<file path="src/rtl/prq_pkg.sv">
package prq_pkg;
  localparam int RID_W   = 16;
  localparam int PASID_W = 20;
  localparam int GRP_W   = 9;
  localparam int PAGE_W  = 52;
  localparam int DESC_W  = 128;
  localparam int ENTRY_BYTES = 16;
  localparam int QSIZE_BASE  = 11; // log2 of (128 entries * 16 bytes)
  localparam logic [7:0] DESC_KIND = 8'h01;
  localparam logic [7:0] FLT_PRE_OFF = 8'h47;

  typedef enum logic [2:0] {
    CPL_OK    = 3'd0,
    CPL_PERM  = 3'd1,
    CPL_INVAL = 3'd2,
    CPL_NOSPC = 3'd3,
    CPL_IO    = 3'd4
  } cpl_e;

  typedef enum logic [2:0] {
    RS_QADDR = 3'd0,
    RS_HEAD  = 3'd1,
    RS_TAIL  = 3'd2,
    RS_STAT  = 3'd3,
    RS_EVCTL = 3'd4,
    RS_EVADR = 3'd5,
    RS_EVDAT = 3'd6
  } rsel_e;

  typedef enum logic [1:0] {
    ST_IDLE = 2'd0,
    ST_WR   = 2'd1,
    ST_STAT = 2'd2
  } wst_e;

  typedef struct packed {
    logic [PAGE_W-1:0]  page;
    logic [GRP_W-1:0]   grp;
    logic               last;
    logic               wr;
    logic               rd;
    logic [10:0]        rsv_b;
    logic               priv;
    logic [PASID_W-1:0] pasid;
    logic [RID_W-1:0]   rid;
    logic [6:0]         rsv_a;
    logic               pp;
    logic [7:0]         kind;
  } desc_t;
endpackage

</file>
<file path="src/rtl/prq_desc_fmt.sv">
module prq_desc_fmt
  import prq_pkg::*;
(
  input  logic [RID_W-1:0]   rid,
  input  logic               pasid_vld,
  input  logic [PASID_W-1:0] pasid,
  input  logic               priv,
  input  logic               rd,
  input  logic               wr,
  input  logic               last,
  input  logic [GRP_W-1:0]   grp,
  input  logic [PAGE_W-1:0]  page,
  output logic [DESC_W-1:0]  desc
);
  desc_t d;

  always_comb begin
    d       = '0;
    d.kind  = DESC_KIND;
    d.pp    = pasid_vld;
    d.rid   = rid;
    d.pasid = pasid;
    d.priv  = priv;
    d.rd    = rd;
    d.wr    = wr;
    d.last  = last;
    d.grp   = grp;
    d.page  = page;
    desc    = d;
  end
endmodule

</file>
<file path="src/rtl/prq_regs.sv">
module prq_regs
  import prq_pkg::*;
#(
  parameter int SIZE_W = 3,
  localparam int OFF_W = (1 << SIZE_W) - 1 + QSIZE_BASE
)(
  input  logic             clk,
  input  logic             rst_n,
  input  logic             reg_we,
  input  logic [2:0]       reg_sel,
  input  logic [63:0]      reg_wdata,
  input  logic             hw_tail_we,
  input  logic [OFF_W-1:0] hw_tail,
  input  logic             hw_set_pro,
  input  logic             hw_set_ppr,
  output logic [51:0]      q_base,
  output logic [SIZE_W-1:0] q_size,
  output logic [OFF_W-1:0] head,
  output logic [OFF_W-1:0] tail,
  output logic             st_ppr,
  output logic             st_pro,
  output logic [63:0]      ev_addr,
  output logic [31:0]      ev_data
);
  logic wr_q, wr_h, wr_t, wr_s, wr_a, wr_d;
  logic [OFF_W-1:0] tail_n;
  logic ppr_n, pro_n;

  always_comb begin
    wr_q = reg_we && (reg_sel == RS_QADDR);
    wr_h = reg_we && (reg_sel == RS_HEAD);
    wr_t = reg_we && (reg_sel == RS_TAIL);
    wr_s = reg_we && (reg_sel == RS_STAT);
    wr_a = reg_we && (reg_sel == RS_EVADR);
    wr_d = reg_we && (reg_sel == RS_EVDAT);
    tail_n = tail;
    if (wr_t)       tail_n = {reg_wdata[OFF_W-1:4], 4'b0};
    if (hw_tail_we) tail_n = hw_tail;
    ppr_n = (st_ppr & ~(wr_s & reg_wdata[0])) | hw_set_ppr;
    pro_n = (st_pro & ~(wr_s & reg_wdata[1])) | hw_set_pro;
  end

  always_ff @(posedge clk or negedge rst_n) begin
    if (!rst_n) begin
      q_base <= '0;
      q_size <= '0;
    end else if (wr_q) begin
      q_base <= reg_wdata[63:12];
      q_size <= reg_wdata[SIZE_W-1:0];
    end
  end

  always_ff @(posedge clk or negedge rst_n) begin
    if (!rst_n)     head <= '0;
    else if (wr_h)  head <= {reg_wdata[OFF_W-1:4], 4'b0};
  end

  always_ff @(posedge clk or negedge rst_n) begin
    if (!rst_n)                   tail <= '0;
    else if (wr_t || hw_tail_we)  tail <= tail_n;
  end

  always_ff @(posedge clk or negedge rst_n) begin
    if (!rst_n) begin
      st_ppr <= 1'b0;
      st_pro <= 1'b0;
    end else begin
      st_ppr <= ppr_n;
      st_pro <= pro_n;
    end
  end

  always_ff @(posedge clk or negedge rst_n) begin
    if (!rst_n)    ev_addr <= '0;
    else if (wr_a) ev_addr <= reg_wdata;
  end

  always_ff @(posedge clk or negedge rst_n) begin
    if (!rst_n)    ev_data <= '0;
    else if (wr_d) ev_data <= reg_wdata[31:0];
  end
endmodule

</file>
<file path="src/rtl/prq_event.sv">
module prq_event (
  input  logic        clk,
  input  logic        rst_n,
  input  logic        ev_try,
  input  logic        old_pro,
  input  logic        old_ppr,
  input  logic        sw_we,
  input  logic        sw_mask,
  input  logic [63:0] ev_addr,
  input  logic [31:0] ev_data,
  output logic        mask,
  output logic        ip,
  output logic        irq_valid,
  output logic [63:0] irq_addr,
  output logic [31:0] irq_data
);
  logic fire, send, mask_n, ip_n;

  always_comb begin
    fire   = ev_try && !old_pro && !old_ppr;
    mask_n = sw_we ? sw_mask : mask;
    ip_n   = ip;
    send   = 1'b0;
    if (fire) begin
      if (mask) ip_n = 1'b1;
      else      send = 1'b1;
    end
    if (sw_we && !sw_mask && ip_n) begin
      ip_n = 1'b0;
      send = 1'b1;
    end
  end

  always_ff @(posedge clk or negedge rst_n) begin
    if (!rst_n) begin
      mask      <= 1'b1;
      ip        <= 1'b0;
      irq_valid <= 1'b0;
    end else begin
      mask      <= mask_n;
      ip        <= ip_n;
      irq_valid <= send;
    end
  end

  always_ff @(posedge clk or negedge rst_n) begin
    if (!rst_n) begin
      irq_addr <= '0;
      irq_data <= '0;
    end else if (send) begin
      irq_addr <= ev_addr;
      irq_data <= ev_data;
    end
  end
endmodule

</file>
<file path="src/rtl/prq_ctrl.sv">
module prq_ctrl
  import prq_pkg::*;
#(
  parameter int SIZE_W = 3,
  localparam int OFF_W = (1 << SIZE_W) - 1 + QSIZE_BASE
)(
  input  logic               clk,
  input  logic               rst_n,
  input  logic               req_valid,
  input  logic [RID_W-1:0]   req_rid,
  input  logic               req_pasid_vld,
  input  logic               req_exec,
  input  logic               req_read,
  input  logic               req_pre_en,
  input  logic               cap_prs,
  input  logic [DESC_W-1:0]  desc,
  input  logic [51:0]        q_base,
  input  logic [SIZE_W-1:0]  q_size,
  input  logic [OFF_W-1:0]   head,
  input  logic [OFF_W-1:0]   tail,
  input  logic               st_ppr,
  input  logic               st_pro,
  input  logic               mem_ack,
  input  logic               mem_err,
  output logic               busy,
  output logic               mem_req,
  output logic [63:0]        mem_addr,
  output logic [DESC_W-1:0]  mem_data,
  output logic               tail_we,
  output logic [OFF_W-1:0]   tail_new,
  output logic               set_pro,
  output logic               set_ppr,
  output logic               ev_try,
  output logic               ev_pro,
  output logic               ev_ppr,
  output logic               cpl_valid,
  output logic [2:0]         cpl_code,
  output logic               flt_valid,
  output logic [7:0]         flt_reason,
  output logic [RID_W-1:0]   flt_rid
);
  wst_e state, state_n;
  logic [OFF_W-1:0] wrap_mask, nxt_tail, tnew_n;
  logic [63:0] addr_n;
  logic [DESC_W-1:0] data_n;
  logic cplv_n, fltv_n, cap_en;
  logic [2:0] code_n;

  always_comb begin
    wrap_mask = (OFF_W'(1) << (32'(q_size) + QSIZE_BASE)) - OFF_W'(1);
    nxt_tail  = (tail + OFF_W'(ENTRY_BYTES)) & wrap_mask;
  end

  always_comb begin
    state_n = state;
    cplv_n  = 1'b0;
    code_n  = cpl_code;
    fltv_n  = 1'b0;
    addr_n  = mem_addr;
    data_n  = mem_data;
    tnew_n  = tail_new;
    cap_en  = 1'b0;
    tail_we = 1'b0;
    set_pro = 1'b0;
    set_ppr = 1'b0;
    ev_try  = 1'b0;
    ev_pro  = st_pro;
    ev_ppr  = st_ppr;
    case (state)
      ST_IDLE: if (req_valid) begin
        cplv_n = 1'b1;
        if (!cap_prs || !req_pasid_vld) begin
          code_n = CPL_PERM;
        end else if (req_exec && !req_read) begin
          code_n = CPL_INVAL;
        end else if (!req_pre_en) begin
          code_n = CPL_PERM;
          fltv_n = 1'b1;
        end else if (st_pro) begin
          code_n = CPL_NOSPC;
        end else if (nxt_tail == head) begin
          code_n  = CPL_NOSPC;
          set_pro = 1'b1;
          ev_try  = 1'b1;
        end else begin
          cplv_n  = 1'b0;
          cap_en  = 1'b1;
          state_n = ST_WR;
          addr_n  = {q_base, 12'b0} + 64'(tail);
          data_n  = desc;
          tnew_n  = nxt_tail;
        end
      end
      ST_WR: if (mem_ack) begin
        if (mem_err) begin
          cplv_n  = 1'b1;
          code_n  = CPL_IO;
          state_n = ST_IDLE;
        end else begin
          tail_we = 1'b1;
          state_n = ST_STAT;
        end
      end
      ST_STAT: begin
        cplv_n  = 1'b1;
        code_n  = CPL_OK;
        state_n = ST_IDLE;
        if (!st_ppr) begin
          set_ppr = 1'b1;
          ev_try  = 1'b1;
        end
      end
      default: state_n = ST_IDLE;
    endcase
  end

  always_ff @(posedge clk or negedge rst_n) begin
    if (!rst_n) begin
      state     <= ST_IDLE;
      cpl_valid <= 1'b0;
      cpl_code  <= CPL_OK;
      flt_valid <= 1'b0;
    end else begin
      state     <= state_n;
      cpl_valid <= cplv_n;
      cpl_code  <= code_n;
      flt_valid <= fltv_n;
    end
  end

  always_ff @(posedge clk or negedge rst_n) begin
    if (!rst_n) begin
      mem_addr <= '0;
      mem_data <= '0;
      tail_new <= '0;
    end else if (cap_en) begin
      mem_addr <= addr_n;
      mem_data <= data_n;
      tail_new <= tnew_n;
    end
  end

  always_ff @(posedge clk or negedge rst_n) begin
    if (!rst_n) begin
      flt_rid    <= '0;
      flt_reason <= '0;
    end else if (fltv_n) begin
      flt_rid    <= req_rid;
      flt_reason <= FLT_PRE_OFF;
    end
  end

  assign busy    = (state != ST_IDLE);
  assign mem_req = (state == ST_WR);
endmodule

</file>
<file path="src/rtl/prq_writer.sv">
module prq_writer
  import prq_pkg::*;
#(
  parameter int SIZE_W = 3,
  localparam int OFF_W = (1 << SIZE_W) - 1 + QSIZE_BASE
)(
  input  logic         clk,
  input  logic         rst_n,
  input  logic         req_valid,
  input  logic [15:0]  req_rid,
  input  logic         req_pasid_vld,
  input  logic [19:0]  req_pasid,
  input  logic         req_priv,
  input  logic         req_exec,
  input  logic         req_read,
  input  logic         req_write,
  input  logic         req_last,
  input  logic [8:0]   req_grp,
  input  logic [51:0]  req_page,
  input  logic         req_pre_en,
  input  logic         cap_prs,
  output logic         req_busy,
  output logic         cpl_valid,
  output logic [2:0]   cpl_code,
  output logic         flt_valid,
  output logic [7:0]   flt_reason,
  output logic [15:0]  flt_rid,
  input  logic         reg_we,
  input  logic [2:0]   reg_sel,
  input  logic [63:0]  reg_wdata,
  output logic [63:0]  reg_rdata,
  output logic         mem_req,
  output logic [63:0]  mem_addr,
  output logic [127:0] mem_data,
  input  logic         mem_ack,
  input  logic         mem_err,
  output logic         irq_valid,
  output logic [63:0]  irq_addr,
  output logic [31:0]  irq_data
);
  logic [DESC_W-1:0] desc;
  logic [51:0]       q_base;
  logic [SIZE_W-1:0] q_size;
  logic [OFF_W-1:0]  head, tail, tail_new;
  logic              st_ppr, st_pro, tail_we, set_pro, set_ppr;
  logic              ev_try, ev_pro, ev_ppr, ev_mask, ev_ip;
  logic [63:0]       ev_addr;
  logic [31:0]       ev_data;

  prq_desc_fmt u_fmt (
    .rid(req_rid), .pasid_vld(req_pasid_vld), .pasid(req_pasid),
    .priv(req_priv), .rd(req_read), .wr(req_write), .last(req_last),
    .grp(req_grp), .page(req_page), .desc(desc)
  );

  prq_regs #(.SIZE_W(SIZE_W)) u_regs (
    .clk(clk), .rst_n(rst_n), .reg_we(reg_we), .reg_sel(reg_sel),
    .reg_wdata(reg_wdata), .hw_tail_we(tail_we), .hw_tail(tail_new),
    .hw_set_pro(set_pro), .hw_set_ppr(set_ppr), .q_base(q_base),
    .q_size(q_size), .head(head), .tail(tail), .st_ppr(st_ppr),
    .st_pro(st_pro), .ev_addr(ev_addr), .ev_data(ev_data)
  );

  prq_ctrl #(.SIZE_W(SIZE_W)) u_ctrl (
    .clk(clk), .rst_n(rst_n), .req_valid(req_valid), .req_rid(req_rid),
    .req_pasid_vld(req_pasid_vld), .req_exec(req_exec),
    .req_read(req_read), .req_pre_en(req_pre_en), .cap_prs(cap_prs),
    .desc(desc), .q_base(q_base), .q_size(q_size), .head(head),
    .tail(tail), .st_ppr(st_ppr), .st_pro(st_pro), .mem_ack(mem_ack),
    .mem_err(mem_err), .busy(req_busy), .mem_req(mem_req),
    .mem_addr(mem_addr), .mem_data(mem_data), .tail_we(tail_we),
    .tail_new(tail_new), .set_pro(set_pro), .set_ppr(set_ppr),
    .ev_try(ev_try), .ev_pro(ev_pro), .ev_ppr(ev_ppr),
    .cpl_valid(cpl_valid), .cpl_code(cpl_code), .flt_valid(flt_valid),
    .flt_reason(flt_reason), .flt_rid(flt_rid)
  );

  prq_event u_event (
    .clk(clk), .rst_n(rst_n), .ev_try(ev_try), .old_pro(ev_pro),
    .old_ppr(ev_ppr), .sw_we(reg_we && (reg_sel == RS_EVCTL)),
    .sw_mask(reg_wdata[31]), .ev_addr(ev_addr), .ev_data(ev_data),
    .mask(ev_mask), .ip(ev_ip), .irq_valid(irq_valid),
    .irq_addr(irq_addr), .irq_data(irq_data)
  );

  always_comb begin
    case (reg_sel)
      RS_QADDR: reg_rdata = {q_base, {(12-SIZE_W){1'b0}}, q_size};
      RS_HEAD:  reg_rdata = 64'(head);
      RS_TAIL:  reg_rdata = 64'(tail);
      RS_STAT:  reg_rdata = {62'b0, st_pro, st_ppr};
      RS_EVCTL: reg_rdata = {32'b0, ev_mask, ev_ip, 30'b0};
      RS_EVADR: reg_rdata = ev_addr;
      RS_EVDAT: reg_rdata = {32'b0, ev_data};
      default:  reg_rdata = '0;
    endcase
  end
endmodule

</file>
<file path="config.mk">
export PLATFORM = sky130hd
export DESIGN_NAME = prq_writer
export DESIGN_NICKNAME = d
export VERILOG_FILES = /design/src/rtl/prq_pkg.sv /design/src/rtl/prq_desc_fmt.sv /design/src/rtl/prq_regs.sv /design/src/rtl/prq_event.sv /design/src/rtl/prq_ctrl.sv /design/src/rtl/prq_writer.sv
export SDC_FILE = /design/constraint.sdc
export NUM_CORES = 1
export LEC_CHECK = 0
export BUFFER_PORTS_ARGS = -buffer_cell sky130_fd_sc_hd__buf_2
export CAP_MARGIN = 0
export CORE_UTILIZATION = 50
export CTS_BUF_LIST = sky130_fd_sc_hd__clkbuf_8
export CTS_CLUSTER_DIAMETER = 60
export DETAILED_ROUTE_END_ITERATION = 8
export PLACE_DENSITY_LB_ADDON = 0.25
export SYNTH_ARGS = -nofsm -noshare
export SYNTH_HDL_FRONTEND = slang
export SYNTH_HIERARCHICAL = 1
export SYNTH_SLANG_ARGS = --single-unit
</file>
<file path="constraint.sdc">
create_clock -name clk -period 6.4 [get_ports clk]
set_clock_uncertainty 0.15 [all_clocks]
set_input_delay 0.64 -clock clk [delete_from_list [all_inputs] [get_ports clk]]
set_output_delay 0.64 -clock clk [all_outputs]
set_load 0.01 [all_outputs]
</file>
==> metrics.md <==
| Metric | Value |
|---|---|
| Critical-path maximum fanout | 68 |
| Top_reg_cell synth | dfrtp_1 |
| CP max-delay cell | buf_4 |
| Relative slew margins | 22.6% |
| Non-filler instance count after layout | 3532 |
| Seq. cell area | 0.0130 mm2 |
| Post-CTS Resized | 0 |
| CP Buf/Inv Count | 2 |
| Most frequent CP cell | ha_1 |
| Wirelength per Cell | 23.2 um |
| Worst R2R End | u_event/irq_data[14]$_DFFE_PN0P_ |
| Post-DP HPWL | 55200 um |
| Share of layout cells above drive strength 1 | 39.3% |
| Setup TNS | 0 ps |
| Maximum clock frequency | 168 MHz |
| Worst Hold Endpoint | u_ctrl/mem_data[74]$_DFFE_PN0P_ |
| H-tree Lvls | 3 |
| Kind of cell adding the most delay to the critical path | simple AND/OR/NAND/NOR gates |
| Initial Util | 51.1% |
| Synth Cell Area | 0.0271 mm2 |
| Antenna-violating nets left | 0 |
| Gr usage total | 29.2% |
| GRT overflow | 0 |
| Nets | 2965 |
| R2R Setup Slk | 460 ps |
| Reg clk slew, reported paths | 60 ps |
| Die Area | 0.0551 mm2 |
| Final GP Congestion | 0.964 |
| RR Startpoint | u_regs/q_size[1]$_DFFE_PN0P_ |
| CTS buffer count | 88 |
| Biggest area consumer among synthesized cells | dfrtp_1 |
| Worst Setup End Kind | register |
| Multi-input gate area | 0.0120 mm2 |
| Post-synth cell types | 88 |
| Leak | 14.5 nW |
| Max VDD drop | 0.264 mV |
| Pwr Density | 428 mW/mm2 |
| Clock Tree Buf Depth | 3 |
| Mean Syn Cell Area | 11.4 um2 |
| RSZ-0062 raised after global routing | false |
| Dpl cells | 3370 |
| TritonRoute pass-1 iters | 5 |
| #FFs+latches synth | 518 |
| Clock root buffer | clkbuf_8 |
| I/O Pins | 562 |
| Crit path cell chain | nor2_1 > inv_1 > ha_1 > or3b_1 > or3b_2 > ha_1 > nand3b_1 > nor4_1 > a211oi_1 > a2111oi_1 > nand4_1 > and4bb_2 > nand2_1 > nor3_1 > or2_2 > buf_4 > nor4bb_1 > o21ai_0 > o211ai_1 |
| Vias | 20616 |
| Vias/cell | 5.84 |
| CTS tree | yes |
| Clock Power Share | 23.4% |
| Reg2Reg Depth | 19 |
| First-pass GRT wire length | 126000 um |
| Largest net degree at the start of global routing | 179 |
| WL final | 81800 um |
| Post-Synthesis Cells | 2367 |
| Post-synth EDFFs | 0 |
| Yosys warnings | 6 |
| Sequential share of power | 41.5% |
| Core ar. | 0.0530 mm2 |
| Setup violators final | 0 |
| Rows | 84 |
| Maxcap violations | 0 |
| Logic pwr share | 35.1% |
| Vias in the first global route | 20620 |
| CP Launch Type | register |
| Type of the worst setup path | register to register |
| Psw | 4.79 mW |
| Switch share | 36.0% |
| DRC violations left | 0 |
| Period utilization | 92.9% |
| P_int | 8.53 mW |
| Post-synth ARST share | 100% |
| Sequential cell area fraction in the yosys report | 47.9% |
| Horiz. Die Dim | 235 um |
| Status | completed |
| HP Start | req_grp[7] |
| Worst min path class | primary input to register |
| Worst Path Required | 6820 ps |
| Post-synth top area share | 47.8% |
| Die height | 235 um |
| Final hold vios | 0 |
| Post-layout minimum cycle time | 5940 ps |
| Crit path DAT | 6370 ps |
| Largest cells by area after synthesis | dfrtp_1, mux2_4, mux2_2 |
| Worst-margin pin slew | 1160 ps |
| Hold-critical path depth | 2 |
| Fill cells | 4537 |
| Fin. max-slew vios | 0 |
| Crit path largest cell delay | 540 ps |
| Synth-to-Final Area Change | 14.9% |
| Clock sinks | 518 |
| Initial DRC Count | 1694 |
| Clock Latency Late Sink | 660 ps |
| Port Buf Inserts | 557 |
| Initial antenna violation count | 11 |
-- how the worst max path moves through the flow --
stage                                      start                               end  depth (start not counted)
floorplan           u_regs/q_size[1]$_DFFE_PN0P_  u_event/irq_addr[20]$_DFFE_PN0P_                         23
global placement    u_regs/q_size[1]$_DFFE_PN0P_  u_event/irq_addr[17]$_DFFE_PN0P_                         19
detailed placement  u_regs/q_size[1]$_DFFE_PN0P_  u_event/irq_data[14]$_DFFE_PN0P_                         19
CTS                 u_regs/q_size[1]$_DFFE_PN0P_  u_event/irq_data[14]$_DFFE_PN0P_                         19
global route        u_regs/q_size[0]$_DFFE_PN0P_   u_event/irq_addr[5]$_DFFE_PN0P_                         19
finish              u_regs/q_size[1]$_DFFE_PN0P_  u_event/irq_data[14]$_DFFE_PN0P_                         19
-- kinds of logic (layout without fill, tap and decap cells) --
kind of cell	after synthesis	count (layout)	share of synthesized area [%]
and+or+nand+nor	609	609	12.5
other	4	38	0.0555
muxes	362	362	16.8
AOI/OAI and AO/OA	438	438	11.6
adders and majority gates	15	15	0.712
xor gates and xnor gates	63	63	2.04
DFF	518	518	47.9
buffers and inverters	358	801	8.33
-- metal layers --
layer | share of wire (%) | GRT usage, %
met2 | 48 | 46.3
met4 | 3.7 | 11.7
met3 | 7.0 | 6.19
met5 | 0.10 | 0
met1 | 42 | 39.2
-- per-stage QoR --
stage	util [%]	power, mW	setup slack [ps]	hold slack (ps)	instance area (um2)
finish	58.7	13.3	457	53.2	31100
global placement	55.1	10.1	798	324	29200
global route	58.7	14.0	28.2	8.15	31100
detailed placement	55.1	10.2	637	323	29200
CTS	58.7	13.4	578	4.39	31100
floorplan	-	8.19	1200	194	27200
-- Yosys cell counts (all sizes together) (26+ instances only) --
library cell and n:
clkbuf 80, dfrtp 517, a21oi 79, mux2i 26
nor4bb 97, a221oi 27, mux2 335, o211ai 98
buf 234, xor2 34, o21ai 122, inv 44
xnor2 29, nand3 31, nor2 85, a22o 38
nand2 259
-- registers in the layout (all words and copies together) (netlist names), 2 cells and up --
name and flops:
u_ctrl/cpl_code 3, u_ctrl/flt_rid 16, u_ctrl/mem_addr 64, u_ctrl/mem_data 128, u_ctrl/state 2, u_ctrl/tail_new 18, u_event/irq_addr 64, u_event/irq_data 32
u_regs/ev_addr 64, u_regs/ev_data 32, u_regs/head 14, u_regs/q_base 52, u_regs/q_size 3, u_regs/tail 18
-- layout by cell type, fill, tap and decap left out, drive strengths merged, types with 4 or more instances in the layout --
| cell | netlist | routed |
|---|---|---|
| nor4bb | 97 | 97 |
| xnor2 | 29 | 29 |
| nand2b | 7 | 7 |
| a21oi | 79 | 79 |
| nand3b | 6 | 6 |
| and3 | 15 | 15 |
| dfrtp | 517 | 517 |
| mux2 | 335 | 335 |
| or3b | 6 | 6 |
| o21ai | 122 | 122 |
| a31o | 4 | 4 |
| a22oi | 15 | 15 |
| o21a | 4 | 4 |
| diode | 0 | 4 |
| clkinv | 0 | 6 |
| and2 | 17 | 17 |
| nand3 | 31 | 31 |
| a22o | 38 | 38 |
| nor3 | 18 | 18 |
| xor2 | 34 | 34 |
| nand4 | 14 | 14 |
| nand4b | 5 | 5 |
| or2 | 11 | 11 |
| ha | 13 | 13 |
| buf | 234 | 599 |
| nor2 | 85 | 85 |
| nor4 | 7 | 7 |
| a21o | 5 | 5 |
| conb | 4 | 34 |
| a221o | 14 | 14 |
| mux2i | 26 | 26 |
| nor2b | 13 | 13 |
| inv | 44 | 72 |
| clkbuf | 80 | 118 |
| or4 | 7 | 7 |
| a221oi | 27 | 27 |
| nand2 | 259 | 259 |
| o211ai | 98 | 98 |
-- area by class of cell --
type | count | share of cell area (%)
flip-flops and latches | 518 | 41.7
clock inverters | 39 | 0.789
repair buffers | 600 | 10.4
clock buffers | 118 | 5.22
multi-input cells | 1521 | 38.5
inverters | 44 | 0.531
well taps | 688 | 2.77
diodes | 4 | 0.0322
-- worst reg2reg max path: stages (launching register included) --
cell       delay [ps]
dfrtp_1           370
nor2_1            240
inv_1             140
ha_1              340
or3b_1            450
or3b_2            460
ha_1              350
nand3b_1          220
nor4_1            280
a211oi_1          130
a2111oi_1         340
nand4_1           160
and4bb_2          380
nand2_1           120
nor3_1            260
or2_2             190
buf_4             540
nor4bb_1          460
o21ai_0           150
o211ai_1          140
-- power groups by stage --
stage / combinational, mW / sequential [mW] / clock [mW]
4_1_cts: 4.68 / 5.52 / 3.19
5_1_grt: 4.99 / 5.68 / 3.34
6_report: 4.67 / 5.53 / 3.12
3_5_place_dp: 4.66 / 5.55 / 0
3_3_place_gp: 4.58 / 5.49 / 0
2_1_floorplan: 2.47 / 5.72 / 0
-- timing repair --
item / in CTS / in global routing
setup endpoints to repair: 0 / 0
endpoints found under the hold margin: 100 / 0
hold buffers: 1 / 0
buffers inserted: 0 / 0
No activity file was read; power rests on OpenSTA's default activity.
